### config.mk
export PLATFORM = sky130hd
export DESIGN_NAME = qenc_position_top
export DESIGN_NICKNAME = d
export VERILOG_FILES = /design/src/rtl/qenc_pkg.sv /design/src/rtl/qenc_sync.sv /design/src/rtl/qenc_ctrl.sv /design/src/rtl/qenc_datapath.sv /design/src/rtl/qenc_position_top.sv
export SDC_FILE = /design/constraint.sdc
export NUM_CORES = 1
export LEC_CHECK = 0
export ABC_AREA = 0
export BUFFER_PORTS_ARGS = -buffer_cell sky130_fd_sc_hd__buf_2
export CAP_MARGIN = 10
export CORE_MARGIN = 10
export CORE_UTILIZATION = 35
export DETAILED_ROUTE_END_ITERATION = 10
export MAX_ROUTING_LAYER = met4
export SLEW_MARGIN = 20
export SYNTH_ARGS = -nofsm -noshare
export SYNTH_HDL_FRONTEND = slang
export SYNTH_SLANG_ARGS = --single-unit
### constraint.sdc
create_clock -name clk -period 3.15 [get_ports clk]
set_input_delay 0.4725 -clock clk [delete_from_list [all_inputs] [get_ports clk]]
set_output_delay 0.4725 -clock clk [all_outputs]
set_load 0.02 [all_outputs]
### src/rtl/qenc_pkg.sv
package qenc_pkg;

  typedef struct packed {
    logic step;      // one decoded count this cycle
    logic up;        // direction of that count
    logic idxEdge;   // index rising edge in an index-clear mode
    logic idxClear;  // qualified index with clearing enabled
    logic maxWrap;   // maximum-wrap mode active
    logic errCheck;  // error compare active
  } qenc_strobe_t;

  function automatic logic modeEnabled(input logic [2:0] m);
    return m[2];
  endfunction

  function automatic logic modeIs4x(input logic [2:0] m);
    return m[1];
  endfunction

  function automatic logic modeIdx(input logic [2:0] m);
    return m[2] & ~m[0];
  endfunction

  function automatic logic modeMax(input logic [2:0] m);
    return m[2] & m[0];
  endfunction

endpackage

### src/rtl/qenc_sync.sv
module qenc_sync #(
  parameter int WIDTH  = 3,
  parameter int STAGES = 2
) (
  input  logic             clk,
  input  logic             rstN,
  input  logic [WIDTH-1:0] asyncIn,
  output logic [WIDTH-1:0] syncOut
);

  logic [WIDTH-1:0] chain [STAGES];

  generate
    for (genvar s = 0; s < STAGES; s++) begin : g_stage
      always_ff @(posedge clk or negedge rstN) begin
        if (!rstN) chain[s] <= '0;
        else if (s == 0) chain[s] <= asyncIn;
        else chain[s] <= chain[(s == 0) ? 0 : s-1];
      end
    end
  endgenerate

  assign syncOut = chain[STAGES-1];

endmodule

### src/rtl/qenc_ctrl.sv
module qenc_ctrl
  import qenc_pkg::*;
(
  input  logic         clk,
  input  logic         rstN,
  input  logic         syncA,
  input  logic         syncB,
  input  logic         syncIdx,
  input  logic [2:0]   modeSel,
  input  logic [1:0]   matchVal,
  input  logic         idxResetEn,
  output qenc_strobe_t strobe
);

  logic prevA, prevB, prevIdx;
  logic chgA, chgB, idxRise;
  logic step4x, step2x, up4x, up2x;
  logic matchHit, selPhase;

  always_ff @(posedge clk or negedge rstN) begin
    if (!rstN) begin
      prevA   <= 1'b0;
      prevB   <= 1'b0;
      prevIdx <= 1'b0;
    end else begin
      prevA   <= syncA;
      prevB   <= syncB;
      prevIdx <= syncIdx;
    end
  end

  always_comb begin
    chgA    = syncA ^ prevA;
    chgB    = syncB ^ prevB;
    idxRise = syncIdx & ~prevIdx;
    // legal single-phase changes only
    step4x  = chgA ^ chgB;
    up4x    = chgA ? (syncA != syncB) : (syncA == syncB);
    step2x  = chgA & ~chgB;
    up2x    = (syncA != syncB);
    selPhase = matchVal[1] ? syncB : syncA;
    if (modeIs4x(modeSel))
      matchHit = (syncB == matchVal[1]) && (syncA == matchVal[0]);
    else
      matchHit = (selPhase == matchVal[0]);
  end

  always_comb begin
    strobe.step     = modeEnabled(modeSel) & (modeIs4x(modeSel) ? step4x : step2x);
    strobe.up       = modeIs4x(modeSel) ? up4x : up2x;
    strobe.idxEdge  = modeIdx(modeSel) & idxRise;
    strobe.idxClear = modeIdx(modeSel) & idxRise & idxResetEn & matchHit;
    strobe.maxWrap  = modeMax(modeSel);
    strobe.errCheck = modeIdx(modeSel);
  end

endmodule

### src/rtl/qenc_datapath.sv
module qenc_datapath
  import qenc_pkg::*;
#(
  parameter int CNT_W = 16
) (
  input  logic             clk,
  input  logic             rstN,
  input  qenc_strobe_t     strobe,
  input  logic [CNT_W-1:0] maxCount,
  input  logic             errIrqDis,
  input  logic             posWrEn,
  input  logic [CNT_W-1:0] posWrData,
  input  logic             errWrEn,
  input  logic             errWrData,
  output logic [CNT_W-1:0] position,
  output logic             dirUp,
  output logic             errFlag,
  output logic             idxIrq,
  output logic             errIrq
);

  localparam logic [CNT_W-1:0] ALL_ONES = {CNT_W{1'b1}};
  localparam logic [CNT_W-1:0] ONE      = {{(CNT_W-1){1'b0}}, 1'b1};

  logic [CNT_W-1:0] stepVal, posNext, maxPlus;
  logic             errHit;

  always_comb begin
    maxPlus = maxCount + ONE;
    if (strobe.up)
      stepVal = (strobe.maxWrap && position == maxCount) ? '0 : position + ONE;
    else
      stepVal = (strobe.maxWrap && position == '0) ? maxCount : position - ONE;

    posNext = position;
    if (strobe.step)     posNext = stepVal;
    if (strobe.idxClear) posNext = '0;
    if (posWrEn)         posNext = posWrData;

    errHit = strobe.errCheck && strobe.step && !strobe.idxClear && !posWrEn &&
             ((strobe.up && stepVal == maxPlus) || (!strobe.up && stepVal == ALL_ONES));
  end

  always_ff @(posedge clk or negedge rstN) begin
    if (!rstN) begin
      position <= '0;
      dirUp    <= 1'b0;
      errFlag  <= 1'b0;
      idxIrq   <= 1'b0;
      errIrq   <= 1'b0;
    end else begin
      position <= posNext;
      if (strobe.step) dirUp <= strobe.up;
      if (errHit)       errFlag <= 1'b1;
      else if (errWrEn) errFlag <= errWrData;
      idxIrq <= strobe.idxEdge;
      errIrq <= errHit && !errIrqDis;
    end
  end

endmodule

### src/rtl/qenc_position_top.sv
module qenc_position_top
  import qenc_pkg::*;
#(
  parameter int CNT_W       = 16,
  parameter int SYNC_STAGES = 2
) (
  input  logic             clk,
  input  logic             rstN,
  input  logic             phaseA,
  input  logic             phaseB,
  input  logic             indexIn,
  input  logic [2:0]       modeSel,
  input  logic [CNT_W-1:0] maxCount,
  input  logic [1:0]       matchVal,
  input  logic             idxResetEn,
  input  logic             errIrqDis,
  input  logic             posWrEn,
  input  logic [CNT_W-1:0] posWrData,
  input  logic             errWrEn,
  input  logic             errWrData,
  output logic [CNT_W-1:0] position,
  output logic             dirUp,
  output logic             errFlag,
  output logic             idxIrq,
  output logic             errIrq
);

  localparam int NUM_LINES = 3;

  logic [NUM_LINES-1:0] syncLines;
  qenc_strobe_t         strobe;

  qenc_sync #(.WIDTH(NUM_LINES), .STAGES(SYNC_STAGES)) u_sync (
    .clk     (clk),
    .rstN    (rstN),
    .asyncIn ({indexIn, phaseB, phaseA}),
    .syncOut (syncLines)
  );

  qenc_ctrl u_ctrl (
    .clk        (clk),
    .rstN       (rstN),
    .syncA      (syncLines[0]),
    .syncB      (syncLines[1]),
    .syncIdx    (syncLines[2]),
    .modeSel    (modeSel),
    .matchVal   (matchVal),
    .idxResetEn (idxResetEn),
    .strobe     (strobe)
  );

  qenc_datapath #(.CNT_W(CNT_W)) u_dp (
    .clk       (clk),
    .rstN      (rstN),
    .strobe    (strobe),
    .maxCount  (maxCount),
    .errIrqDis (errIrqDis),
    .posWrEn   (posWrEn),
    .posWrData (posWrData),
    .errWrEn   (errWrEn),
    .errWrData (errWrData),
    .position  (position),
    .dirUp     (dirUp),
    .errFlag   (errFlag),
    .idxIrq    (idxIrq),
    .errIrq    (errIrq)
  );

endmodule

## Yosys cells after proc, flatten, opt, wreduce, memory -nomap -nowiden

Index checks and enable logic that the tools add are counted.

| word-level totals | value |
|---|---|
| logic and storage cells | 66 |
| output and inout bits | 20 |
| register bits after elaboration | 29 |
| bits of input ports | 47 |

| cells by class | value |
|---|---|
| $add $sub $neg | 3 |
| bitwise operators | 14 |
| equal/unequal tests | 8 |
| reductions and logical operators | 18 |
| mux-type cells | 13 |

Operators with widths:

| cell | number |
|---|---|
| $mux W16 | 6 |
| $add A16 B1 Y16 const B | 2 |
| $eq A16 B16 Y1 | 2 |
| $eq A16 B16 Y1 const B | 1 |
| $logic_not A16 Y1 | 1 |
| $sub A16 B1 Y16 const B | 1 |
| $logic_and A1 B1 Y1 | 10 |
| $and A1 B1 Y1 | 8 |
| $mux W1 | 7 |
| $eq A1 B1 Y1 | 4 |
| $logic_not A1 Y1 | 4 |
| $not A1 Y1 | 3 |
| $reduce_bool A3 Y1 | 1 |
| $xor A1 B1 Y1 | 3 |
| $reduce_bool A2 Y1 | 1 |
| $logic_or A1 B1 Y1 | 1 |
| $ne A1 B1 Y1 | 1 |

## Longest topological paths before layout

Gate-level depths: netlist (run 1).

| logic depth | value |
|---|---|
| word-level depth | 10 |
| depth in mapped cells | 13 |
| mapped depth without buffers | 11 |

## Cells and area by module

Synthesis (run 1) repeated with hierarchy kept, for this count alone.

| unflattened totals | value |
|---|---|
| cells, all modules | 439 |
| area total of the unflattened synthesis | 3463.3 sq um |

By module, submodules not included:

| module | instances | area each (sq um) | cells an instance |
|---|---|---|---|
| qenc_datapath | 1 | 3075.4 | 409 |
| qenc_ctrl | 1 | 215.2 | 21 |
| qenc_sync | 1 | 172.7 | 9 |

## Least setup slack after synthesis (run 1)

No wires, ideal clock.

| path | value |
|---|---|
| kind | reg-to-reg |
| start | reg u_dp.position[0] |
| end | reg u_dp.errIrq |
| required time | 3.079 ns |
| path buffers | 2 |
| data arrival time | 3.061 ns |
| clock period less this slack | 3.131 ns |
| cell stages (with the launch flop) | 14 |
| setup slack | 0.019 ns |
| setup time | 0.071 ns |
| cell sequence | dfrtp_1 clkbuf_1 inv_1 ha_1 or4b_1 or4_1 buf_2 a2bb2oi_1 o221a_2 a22oi_1 nand4b_1 nor4_2 a41oi_2 nor2_2 |

| between the ends | value |
|---|---|
| word-level cells in the longest chain between the ends | 9 |
| elaborated cells between the ends (all ways) | 16 |

Ends and longest elaborated chain:

| what | RTL line | source |
|---|---|---|
| start, declared | qenc_datapath.sv:15 | `output logic [CNT_W-1:0] position,` |
| start signal, assigned | qenc_datapath.sv:52 | `position <= posNext;` |
| branches (longest 3 deep; another with $sub A16 B1 Y16) | n/a |  |
| $mux W16 (*) | qenc_datapath.sv:30 | `if (strobe.up)` |
| $eq A16 B16 Y1 | qenc_datapath.sv:41 | `((strobe.up && stepVal == maxPlus) \|\| (!strobe.up && stepVal == ALL_ONES));` |
| $logic_and A1 B1 Y1 | qenc_datapath.sv:41 |  |
| $logic_or A1 B1 Y1 (*) | qenc_datapath.sv:41 |  |
| $logic_and A1 B1 Y1 (*) | qenc_datapath.sv:40 | `errHit = strobe.errCheck && strobe.step && !strobe.idxClear && !posWrEn &&` |
| $logic_and A1 B1 Y1 (*) | qenc_datapath.sv:57 | `errIrq <= errHit && !errIrqDis;` |
| end signal, assigned | qenc_datapath.sv:57 |  |
| end, declared | qenc_datapath.sv:19 | `output logic errIrq` |

Mark *: on every way between the ends.
A chain may end at the register's enable or synchronous reset.

## Final worst setup path (run 1)

| path | value |
|---|---|
| start | reg u_dp.position[1] |
| end | reg u_dp.errIrq |

Same word-level chain as after synthesis.

==> results of run 1 <==
[final timing paths]
kind	startpoint	to	slack [ps]	cells after the start
worst min-delay path	rstN	u_dp.position[10]	220	1
worst max-delay path	u_dp.position[1]	u_dp.errIrq	100	11
worst max register to register	u_dp.position[1]	u_dp.errIrq	100	11
max in group asynchronous	rstN	u_dp.position[4]	2430	1
worst min register to register	u_sync.chain[3]	u_sync.syncOut[0]	350	0
min in group clk	phaseB	u_sync.chain[4]	280	1
[metal layers]
metal,vias up,share of wire,GRT usage
met1,1809,0.43,0.274
met4,0,0.031,0.0741
met2,221,0.46,0.329
li1,1776,-,-
met3,35,0.083,0.0362
met5,-,0,-
[critical path: stages (launching register included)]
cell and delay [ps]:
dfrtp_1 380, inv_1 90, ha_2 200, or4b_1 450, or4_4 490, a21oi_2 160, o221a_2 240, nor2b_1 70
or4b_1 520, nor4_2 200, a41oi_2 90, nor2_2 100
[synth_stat cells, drive strengths merged (4+ instances only)]
cell    instances  area share
nand2          33       0.038
dfrtp          29        0.22
nor2           27       0.032
xor2           27       0.072
xnor2          26       0.069
nor3           22       0.034
clkbuf         21       0.027
nor4           20       0.053
nand3          16       0.024
a22o           15       0.040
o21ai          13       0.020
a21oi          11       0.017
buf            11       0.018
nand4          11       0.021
a211oi          9       0.021
o211ai          9       0.021
or3             9       0.017
inv             8      0.0092
a211o           6       0.016
mux2            6       0.021
nor2b           6       0.011
ha              5       0.019
o31a            5       0.013
and3            4      0.0076
mux2i           4       0.012
nand2b          4      0.0076
o31ai           4      0.0092
[layout make-up]
| type | count | area [µm²] |
|---|---|---|
| fill | 939 | 4930 |
| clock inverter | 2 | 13.8 |
| multi-input combinational | 342 | 2430 |
| tap | 111 | 139 |
| clock buffer | 6 | 82.6 |
| timing repair buffer | 134 | 841 |
| sequential | 29 | 727 |
| inverter | 8 | 30.0 |
[cell families after synthesis]
kind of cell / share of synthesized area
muxes: 0.0328
xor gates and xnor gates: 0.142
buffers and inverters: 0.0538
AOI/OAI and AO/OA: 0.240
DFF: 0.221
adders and majority gates: 0.0191
and+or+nand+nor: 0.291
[state kept, by name, summed over array words and instances, names as in the netlist]
name / cells
u_dp.position: 16
u_sync.chain: 3
u_sync.syncOut: 3
u_ctrl.prevA: 1
u_ctrl.prevB: 1
u_ctrl.prevIdx: 1
u_dp.dirUp: 1
u_dp.errFlag: 1
u_dp.errIrq: 1
u_dp.idxIrq: 1
[metrics by stage]
step | TNS (ps) | utilization | total power [mW]
floorplan | 0 | - | 0.933
global placement | -191 | 0.448 | 1.29
detailed placement | -196 | 0.448 | 1.28
CTS | 0 | 0.458 | 1.63
global route | -38.7 | 0.464 | 1.74
finish | 0 | 0.464 | 1.65
[what timing repair did]
item,CTS,global route
setup buffers,0,0
endpoints found under the setup margin,2,2
endpoints found under the hold margin,0,0
cloned,0,0
pin swaps,0,3
gates resized for setup,1,12
[power by group through the flow]
stage	registers, mW	logic [mW]	clock network [mW]
after floorplan	0.483	0.451	0
after global routing	0.459	0.911	0.367
final	0.453	0.855	0.346
after detailed placement	0.457	0.826	0
after global placement	0.456	0.836	0
after CTS	0.450	0.832	0.351
==> results.py, run 1 <==
metrics = {
    "critical_path": {
        "arrival_ps": 3280,
        "critPathMaxFanout": 5,
        "end_kind": "register",
        "required_ps": 3380,
        "start_kind": "register",
        "critPathKind": "reg -> reg",
    },
    "cells_and_area": {
        "antenna_cells": 0,
        "areaGrowthSynthToFinish_pct": 30.1,
        "stdcell_count": 632,
        "final_nets": 572,
        "layout_commonest_cell": "buf_4",
        "drive_above_1_share": 0.334,
        "mostFrequentLayoutCells": "buf_4, buf_2, nand2_1",
        "final_area_mm2": 0.00427,
    },
    "pwr": {
        "p_int_mw": 0.942,
        "swShare": 0.430,
        "combinationalPowerShare": 0.517,
        "pwr-share-clk": 0.209,
        "power_density_mw_per_mm2": 388,
        "seq_power_share": 0.274,
        "p_leak_nw": 1.78,
        "power_switching_mw": 0.711,
        "ir_drop_uv": 156,
    },
    "floorplanning": {
        "pin_count": 67,
        "initial_utilization": 0.356,
        "die_h_um": 117,
        "dieArea_mm2": 0.0136,
        "die_w_um": 117,
        "core_area_mm2": 0.00920,
        "num_rows": 35,
    },
    "clock_tree": {
        "clk_path_buf_depth": 2,
        "cts_tree": "built",
        "clkSinkCount": 29,
        "worst_skew_pair.late_latency_ps": 290,
        "cts_hold_buffers": 0,
        "cts_buffers": 5,
        "clockRootBuffer": "clkbuf_8",
        "path_clk_slew_ps": 80,
        "cts_max_level": 2,
    },
    "route": {
        "via_per_inst": 6.08,
        "drc": 0,
        "drt_iter0_drc": 307,
        "first_pass_iters": 5,
        "via_count": 3841,
        "antenna_left": 0,
        "finalWirelength_um": 14300,
        "wl_per_cell_um": 22.6,
    },
    "run_status": {
        "status": "complete, no violations",
    },
    "global_routing": {
        "grt_pass1_vias": 3808,
        "grt_max_degree": 30,
        "grt_pass1_wl_um": 21500,
        "overflow": 0,
        "antenna_found_initial": 0,
        "grtUsageTotal": 0.212,
    },
    "timing": {
        "post-route-period-util": 0.969,
        "final-hold-violation-count": 0,
        "worstMarginPinSlew_ps": 781,
        "slew_viol_final": 0,
        "timing.hold.ws_ps": 223,
        "skew_ps": 13.5,
        "fin_ws_ps": 98.0,
        "fin_crit_ps": 3050,
        "finalSetupViolations": 0,
        "fmax_ghz": 0.328,
        "relSlewSlack": 0.478,
    },
    "yosys": {
        "ys_types": 63,
        "syn_nets": 463,
        "syn-cell-area_mm2": 0.00328,
        "seq_area_frac_synth": 0.221,
        "synth_edf_count": 0,
        "avgSynthCellArea_um2": 7.98,
        "synth_ff_type": "dfrtp_1",
        "async_reset_ff_frac": 1.00,
        "syn_inst": 411,
        "ys_warn_count": 0,
        "synth-seq-cells": 29,
    },
    "place": {
        "place.gp.congestion": 1.01,
        "dpl.hpwl_um": 11500,
        "dp_slack_ps": -105,
        "placed_cells": 624,
        "port_buffers": 66,
        "placed_area_mm2": 0.00412,
    },
    "run": {
        "drv_cap": 0,
    },
    "worst_hold_path": {
        "hold_class": "in -> async",
    },
}
Power figures use the tool's default switching activity.
==> run 2, diff against run 1 <==
- clock period: 3.15 -> 2.8 ns (I/O delays scaled with it)
==> run 2 against run 1 <==
Largest cell class unchanged. First-iteration DRC count rose by 21%. Design area rose by 17%. The flow now finishes with violations (negative setup slack). Combinational power rose by 36%.
==> results.py, run 2 (synthesized netlist as in run 1, its figures left out) <==
metrics = {
    "critical_path": {
        "required_ps": 3040,
        "regToRegSetupSlack_ps": -190,
        "cpPeakStageDelay_ps": 500,
        "timing.rr.start": "u_dp.position[0]",
        "timing.critical_path.cells": "inv_4 -> ha_4 -> or4b_4 -> or4_4 -> a21oi_2 -> o221a_2 -> nor2b_1 -> or4b_1 -> nor4_2 -> a41oi_2 -> nor2_2",
        "end_kind": "register",
        "r2r_end": "u_dp.errIrq",
        "start_kind": "register",
        "cp-endpoint": "u_dp.errIrq",
        "critPathKind": "reg -> reg",
        "worst_r2r_path_depth": 11,
        "arrival_ps": 3230,
        "critPathMaxFanout": 5,
        "cp-startpoint": "u_dp.position[0]",
        "cpMaxStageDelayCell": "or4b_1",
    },
    "cells_and_area": {
        "stdcell_count": 706,
        "drive_above_1_share": 0.450,
        "final_nets": 646,
        "antenna_cells": 0,
        "mostFrequentLayoutCells": "buf_4, buf_2, nand2_1",
        "largest_reg_flops": 16,
        "layout_commonest_cell": "buf_4",
        "fill_cells": 888,
        "areaGrowthSynthToFinish_pct": 52.4,
        "top_register": "u_dp.position",
    },
    "pwr": {
        "p_leak_nw": 2.18,
        "ir_drop_uv": 194,
        "seq_power_share": 0.234,
        "combinationalPowerShare": 0.536,
        "power_density_mw_per_mm2": 432,
        "p_total_mw": 2.16,
        "pwr-share-clk": 0.230,
        "p_int_mw": 1.29,
        "power_switching_mw": 0.873,
        "swShare": 0.404,
    },
    "route": {
        "drc": 0,
        "finalWirelength_um": 15100,
        "antenna_left": 0,
        "first_pass_iters": 5,
        "via_per_inst": 5.87,
        "drt_iter0_drc": 373,
        "wl_per_cell_um": 21.4,
        "via_count": 4143,
    },
    "timing": {
        "fin_crit_ps": 2990,
        "post-route-period-util": 1.07,
        "final.setup.tns_ps": -359,
        "final-hold-violation-count": 0,
        "fmax_ghz": 0.334,
        "relSlewSlack": 0.508,
        "fin_ws_ps": -192,
        "slew_viol_final": 0,
        "skew_ps": 11.4,
        "worstMarginPinSlew_ps": 738,
        "finalSetupViolations": 2,
        "rsz0062_at_grt": "true",
    },
    "floorplanning": {
        "num_rows": 35,
        "core_area_mm2": 0.00920,
        "initial_utilization": 0.356,
        "die_h_um": 117,
        "die_w_um": 117,
        "dieArea_mm2": 0.0136,
        "pin_count": 67,
    },
    "clock_tree": {
        "worst_skew_pair.late_latency_ps": 290,
        "clockRootBuffer": "clkbuf_8",
        "path_clk_slew_ps": 90,
        "cts_hold_buffers": 0,
        "cts_tree": "built",
        "cts_buffers": 5,
        "clkSinkCount": 29,
        "clk_path_buf_depth": 2,
        "cts_max_level": 2,
    },
    "global_routing": {
        "overflow": 0,
        "grt_max_degree": 30,
        "grt_pass1_wl_um": 23000,
        "grt_pass1_vias": 4187,
        "grtUsageTotal": 0.226,
        "antenna_found_initial": 0,
    },
    "worst_hold_path": {
        "hold_class": "in -> async",
    },
    "run_status": {
        "violations": "negative setup slack",
        "status": "finished with violations",
    },
    "place": {
        "placed_cells": 692,
        "port_buffers": 66,
        "dpl.hpwl_um": 11900,
        "place.gp.congestion": 1.05,
    },
    "run": {
        "drv_cap": 0,
    },
}
-- run 2: cell types whose count changed in the layout (fill, tap and decap cells not counted), moves of 2 or more --
cell      delta
buf_4       +67
buf_6        +5
nor4_1       -5
nor4_2       +5
a211oi_1     -2
a211oi_2     +2
dfrtp_1      -2
dfrtp_2      +2
inv_1        -2
-- run 2: power groups by stage --
stage	registers [mW]	clock network [mW]	logic [mW]
floorplan	0.543	0	0.517
global placement	0.506	0	1.08
detailed placement	0.509	0	1.08
CTS	0.500	0.505	1.10
global route	0.513	0.526	1.23
finish	0.505	0.498	1.16
-- run 2: repair_timing --
item / 4_1_cts / 5_1_grt
gates cloned: 0 / 1
pin swaps: 1 / 14
setup buffers: 0 / 6
setup endpoints to repair: 3 / 7
resized for setup: 10 / 28
-- run 2: layer usage --
metal / wire (µm) / up-vias / track usage
met5: 0 / - / -
met4: 435 / 0 / 0.0478
met3: 963 / 35 / 0.0255
met2: 7130 / 182 / 0.376
met1: 6600 / 2004 / 0.291
li1: - / 1922 / -
-- run 2: worst min-delay path by stage --
stage / from / to / slack, ps / cells after the start
2_1_floorplan: rstN / u_ctrl.prevA / 120 / 0
3_3_place_gp: u_sync.chain[3] / u_sync.syncOut[0] / 340 / 0
3_5_place_dp: u_sync.chain[3] / u_sync.syncOut[0] / 340 / 0
4_1_cts: rstN / u_dp.position[5] / 210 / 1
5_1_grt: indexIn / u_sync.chain[5] / 210 / 1
6_report: rstN / u_dp.position[5] / 180 / 1
-- run 2: area by class of cell --
| type | count | area (µm²) | area share |
|---|---|---|---|
| inverters | 8 | 32.5 | 0.00651 |
| clock buffers | 6 | 82.6 | 0.0165 |
| flip-flops and latches | 29 | 729 | 0.146 |
| multi-input cells | 342 | 2550 | 0.510 |
| clock inverters | 2 | 37.5 | 0.00751 |
| repair buffers | 208 | 1430 | 0.285 |
| well taps | 111 | 139 | 0.0278 |
-- run 2: through the flow --
step / hold slack [ps] / setup WS [ps] / util / area, µm²
after detailed placement: 342 / -303 / 0.507 / 4660
after CTS: 210 / -197 / 0.525 / 4820
after floorplan: 124 / -262 / - / 3310
after global routing: 212 / -350 / 0.543 / 5000
final: 178 / -192 / 0.543 / 5000
after global placement: 335 / -369 / 0.507 / 4660
-- run 2: critical path, delay by kind of cell (launching register included) --
family          cells  cell delay (ps)
simple gates        6             1840
compound gates      3              450
flops               1              430
buf+inv             1               70
fa+ha+maj           1              140
==> run 3, diff against run 2 <==
- ABC_AREA: 0 -> 1
- clock period: 2.8 -> 3.2 ns (I/O delays scaled with it)
==> run 3 against run 2 <==
Synthesized cell count increased by 50%. First-iteration DRC count decreased by 31%. The flow now finishes without violations. Area after synthesis increased by 6.1%. Worst setup slack improved by 670 ps. Clock power decreased by 21%. Highest routed layer unchanged. Final cell count increased by 15%. Core utilization decreased by 13 points. Combinational power decreased by 23%. Register-to-register slack improved by 670 ps. Non-clock buffer count decreased by 135. Critical path depth increased by 5. Design area decreased by 20%.
==> results.py, run 3 <==
metrics = {
    "global_routing": {
        "grtUsageTotal": 0.177,
        "overflow": 0,
        "grt_pass1_vias": 3955,
        "grt_max_degree": 30,
        "grt_pass1_wl_um": 20300,
        "antenna_found_initial": 0,
    },
    "yosys": {
        "syn_inst": 618,
        "synth_ff_type": "dfrtp_1",
        "synth_top_area_cell": "nand2_1",
        "ys_warn_count": 0,
        "yosysMostFrequentCell": "nand2_1",
        "ys_types": 34,
        "synth_edf_count": 0,
        "seq_area_frac_synth": 0.209,
        "synth-seq-cells": 29,
        "synthTopCellsByCount": "nand2_1, nor2_1, inv_1",
        "syn_nets": 670,
        "syn-cell-area_mm2": 0.00348,
        "avgSynthCellArea_um2": 5.63,
        "async_reset_ff_frac": 1.00,
        "ys_top_cells_by_area": "nand2_1, dfrtp_1, nor2_1",
        "yosysTopAreaCellShare": 0.260,
    },
    "pwr": {
        "p_leak_nw": 2.15,
        "combinationalPowerShare": 0.489,
        "swShare": 0.478,
        "p_total_mw": 1.82,
        "power_switching_mw": 0.871,
        "ir_drop_uv": 210,
        "p_int_mw": 0.953,
        "pwr-share-clk": 0.215,
        "seq_power_share": 0.296,
        "power_density_mw_per_mm2": 455,
    },
    "cells_and_area": {
        "mostFrequentLayoutCells": "nand2_1, nor2_1, buf_2",
        "utilization": 0.412,
        "layout_commonest_cell": "nand2_1",
        "top_register": "u_dp.position",
        "stdcell_count": 810,
        "largest_reg_flops": 16,
        "regArea_um2": 726,
        "multi_input_area_mm2": 0.00238,
        "fill_cells": 1115,
        "final_area_mm2": 0.00401,
        "areaGrowthSynthToFinish_pct": 15.1,
        "antenna_cells": 0,
        "final_nets": 728,
        "drive_above_1_share": 0.149,
    },
    "timing": {
        "worstMarginPinSlew_ps": 654,
        "relSlewSlack": 0.564,
        "post-route-period-util": 0.849,
        "slew_viol_final": 0,
        "fin_crit_ps": 2720,
        "final.setup.tns_ps": 0,
        "rsz0062_at_grt": "false",
        "skew_ps": 6.81,
        "finalSetupViolations": 0,
        "final-hold-violation-count": 0,
        "fmax_ghz": 0.368,
    },
    "floorplanning": {
        "core_area_mm2": 0.00973,
        "num_rows": 36,
        "die_w_um": 120,
        "dieArea_mm2": 0.0143,
        "pin_count": 67,
        "initial_utilization": 0.358,
        "die_h_um": 120,
    },
    "route": {
        "first_pass_iters": 7,
        "finalWirelength_um": 12600,
        "drc": 0,
        "drt_iter0_drc": 257,
        "wl_per_cell_um": 15.5,
        "antenna_left": 0,
        "via_count": 4076,
        "via_per_inst": 5.03,
    },
    "place": {
        "placed_cells": 802,
        "place.gp.congestion": 0.978,
        "dpl.hpwl_um": 10500,
        "placed_area_mm2": 0.00389,
        "port_buffers": 66,
    },
    "critical_path": {
        "cpPeakStageDelay_ps": 450,
        "arrival_ps": 2940,
        "crit_buf_inv": 1,
        "end_kind": "register",
        "start_kind": "register",
        "cp_common_cell": "nand2_1",
        "required_ps": 3420,
        "cpMaxStageDelayCell": "dfrtp_1",
        "critPathKind": "reg -> reg",
        "critPathTopFamily": "simple AND/OR/NAND/NOR gates",
        "timing.critical_path.cells": "inv_1 -> ha_1 -> nand3_1 -> nor2_1 -> nand2_1 -> nor2_4 -> a21oi_1 -> o21ai_0 -> nand2_1 -> nor2_1 -> nand2_1 -> nor2_1 -> nand2_1 -> a21oi_1 -> nand2_1 -> nor2_2",
        "critPathMaxFanout": 15,
    },
    "clock_tree": {
        "cts_buffers": 5,
        "post_cts_buffers": 0,
        "ctsResizeCount": 0,
        "clk_path_buf_depth": 2,
        "cts_hold_buffers": 0,
        "cts_max_level": 2,
        "worst_skew_pair.late_latency_ps": 280,
        "clkSinkCount": 29,
        "cts_tree": "built",
        "clockRootBuffer": "clkbuf_8",
        "path_clk_slew_ps": 70,
    },
    "run": {
        "drv_cap": 0,
    },
    "worst_hold_path": {
        "hold_class": "in -> async",
    },
    "run_status": {
        "status": "complete, no violations",
    },
}
## run 3: cell types whose count changed in the layout (fill, tap and decap cells not counted), moves of 7 or more
cell,previous run,this run
a22o_1,15,0
nor4_1,10,0
nor3_1,21,10
or3_1,8,0
nor2_1,26,85
a211oi_1,7,0
a31oi_1,1,17
inv_1,6,58
nor4_2,7,0
nand2_1,33,241
buf_4,135,7
xnor2_1,26,5
xor2_1,26,19
nand3_1,15,53
## run 3: worst register-to-register path, stage by stage, from the launching register on
cell and delay (ps):
dfrtp_1 450, inv_1 150, ha_1 190, nand3_1 100
nor2_1 190, nand2_1 120, nor2_4 320, a21oi_1 130
o21ai_0 200, nand2_1 140, nor2_1 110, nand2_1 70
nor2_1 120, nand2_1 70, a21oi_1 120, nand2_1 90
nor2_2 80
## run 3: path summary, 6_finish.rpt
kind	cells after the start	slack (ps)	startpoint	endpoint
max	16	480	u_dp.position[1]	u_dp.errIrq
min	1	220	rstN	u_sync.syncOut[2]
max reg2reg	16	480	u_dp.position[1]	u_dp.errIrq
min reg2reg	0	360	u_sync.chain[3]	u_sync.syncOut[0]
max in group asynchronous	1	2550	rstN	u_dp.position[13]
min in group clk	1	300	phaseB	u_sync.chain[4]
## run 3: layout make-up
type	instances	area share
multi-input combinational	504	0.593
sequential	29	0.181
timing repair buffer	73	0.0956
inverter	63	0.0597
tap	133	0.0415
clock buffer	5	0.0172
clock inverter	3	0.0116
## run 3: cells by family after synthesis
group	Yosys count	share of synthesized area
buffers and inverters	85	0.109
adder cells (fa/ha/maj)	5	0.0180
XOR/XNOR	25	0.0683
flip-flops	29	0.209
multiplexers	1	0.00288
AND/OR/NAND/NOR	419	0.506
AO/OA/AOI/OAI	54	0.0881
## run 3: metal layers
layer | track usage | wire [µm] | vias up
met5 | - | 0 | -
met2 | 0.294 | 6070 | 138
met4 | 0.0558 | 269 | 0
met3 | 0.0234 | 593 | 16
li1 | - | - | 2076
met1 | 0.217 | 5650 | 1846
## run 3: power groups by stage
stage / logic, mW / registers, mW / clock network (mW)
2_1_floorplan: 0.634 / 0.526 / 0
3_3_place_gp: 0.885 / 0.545 / 0
3_5_place_dp: 0.887 / 0.547 / 0
4_1_cts: 0.891 / 0.541 / 0.403
5_1_grt: 1.01 / 0.550 / 0.424
6_report: 0.892 / 0.540 / 0.392
## run 3: per-stage QoR
step	setup slack, ps	hold slack [ps]
floorplan	1000	184
global placement	522	332
detailed placement	549	341
CTS	536	235
global route	154	256
finish	482	215
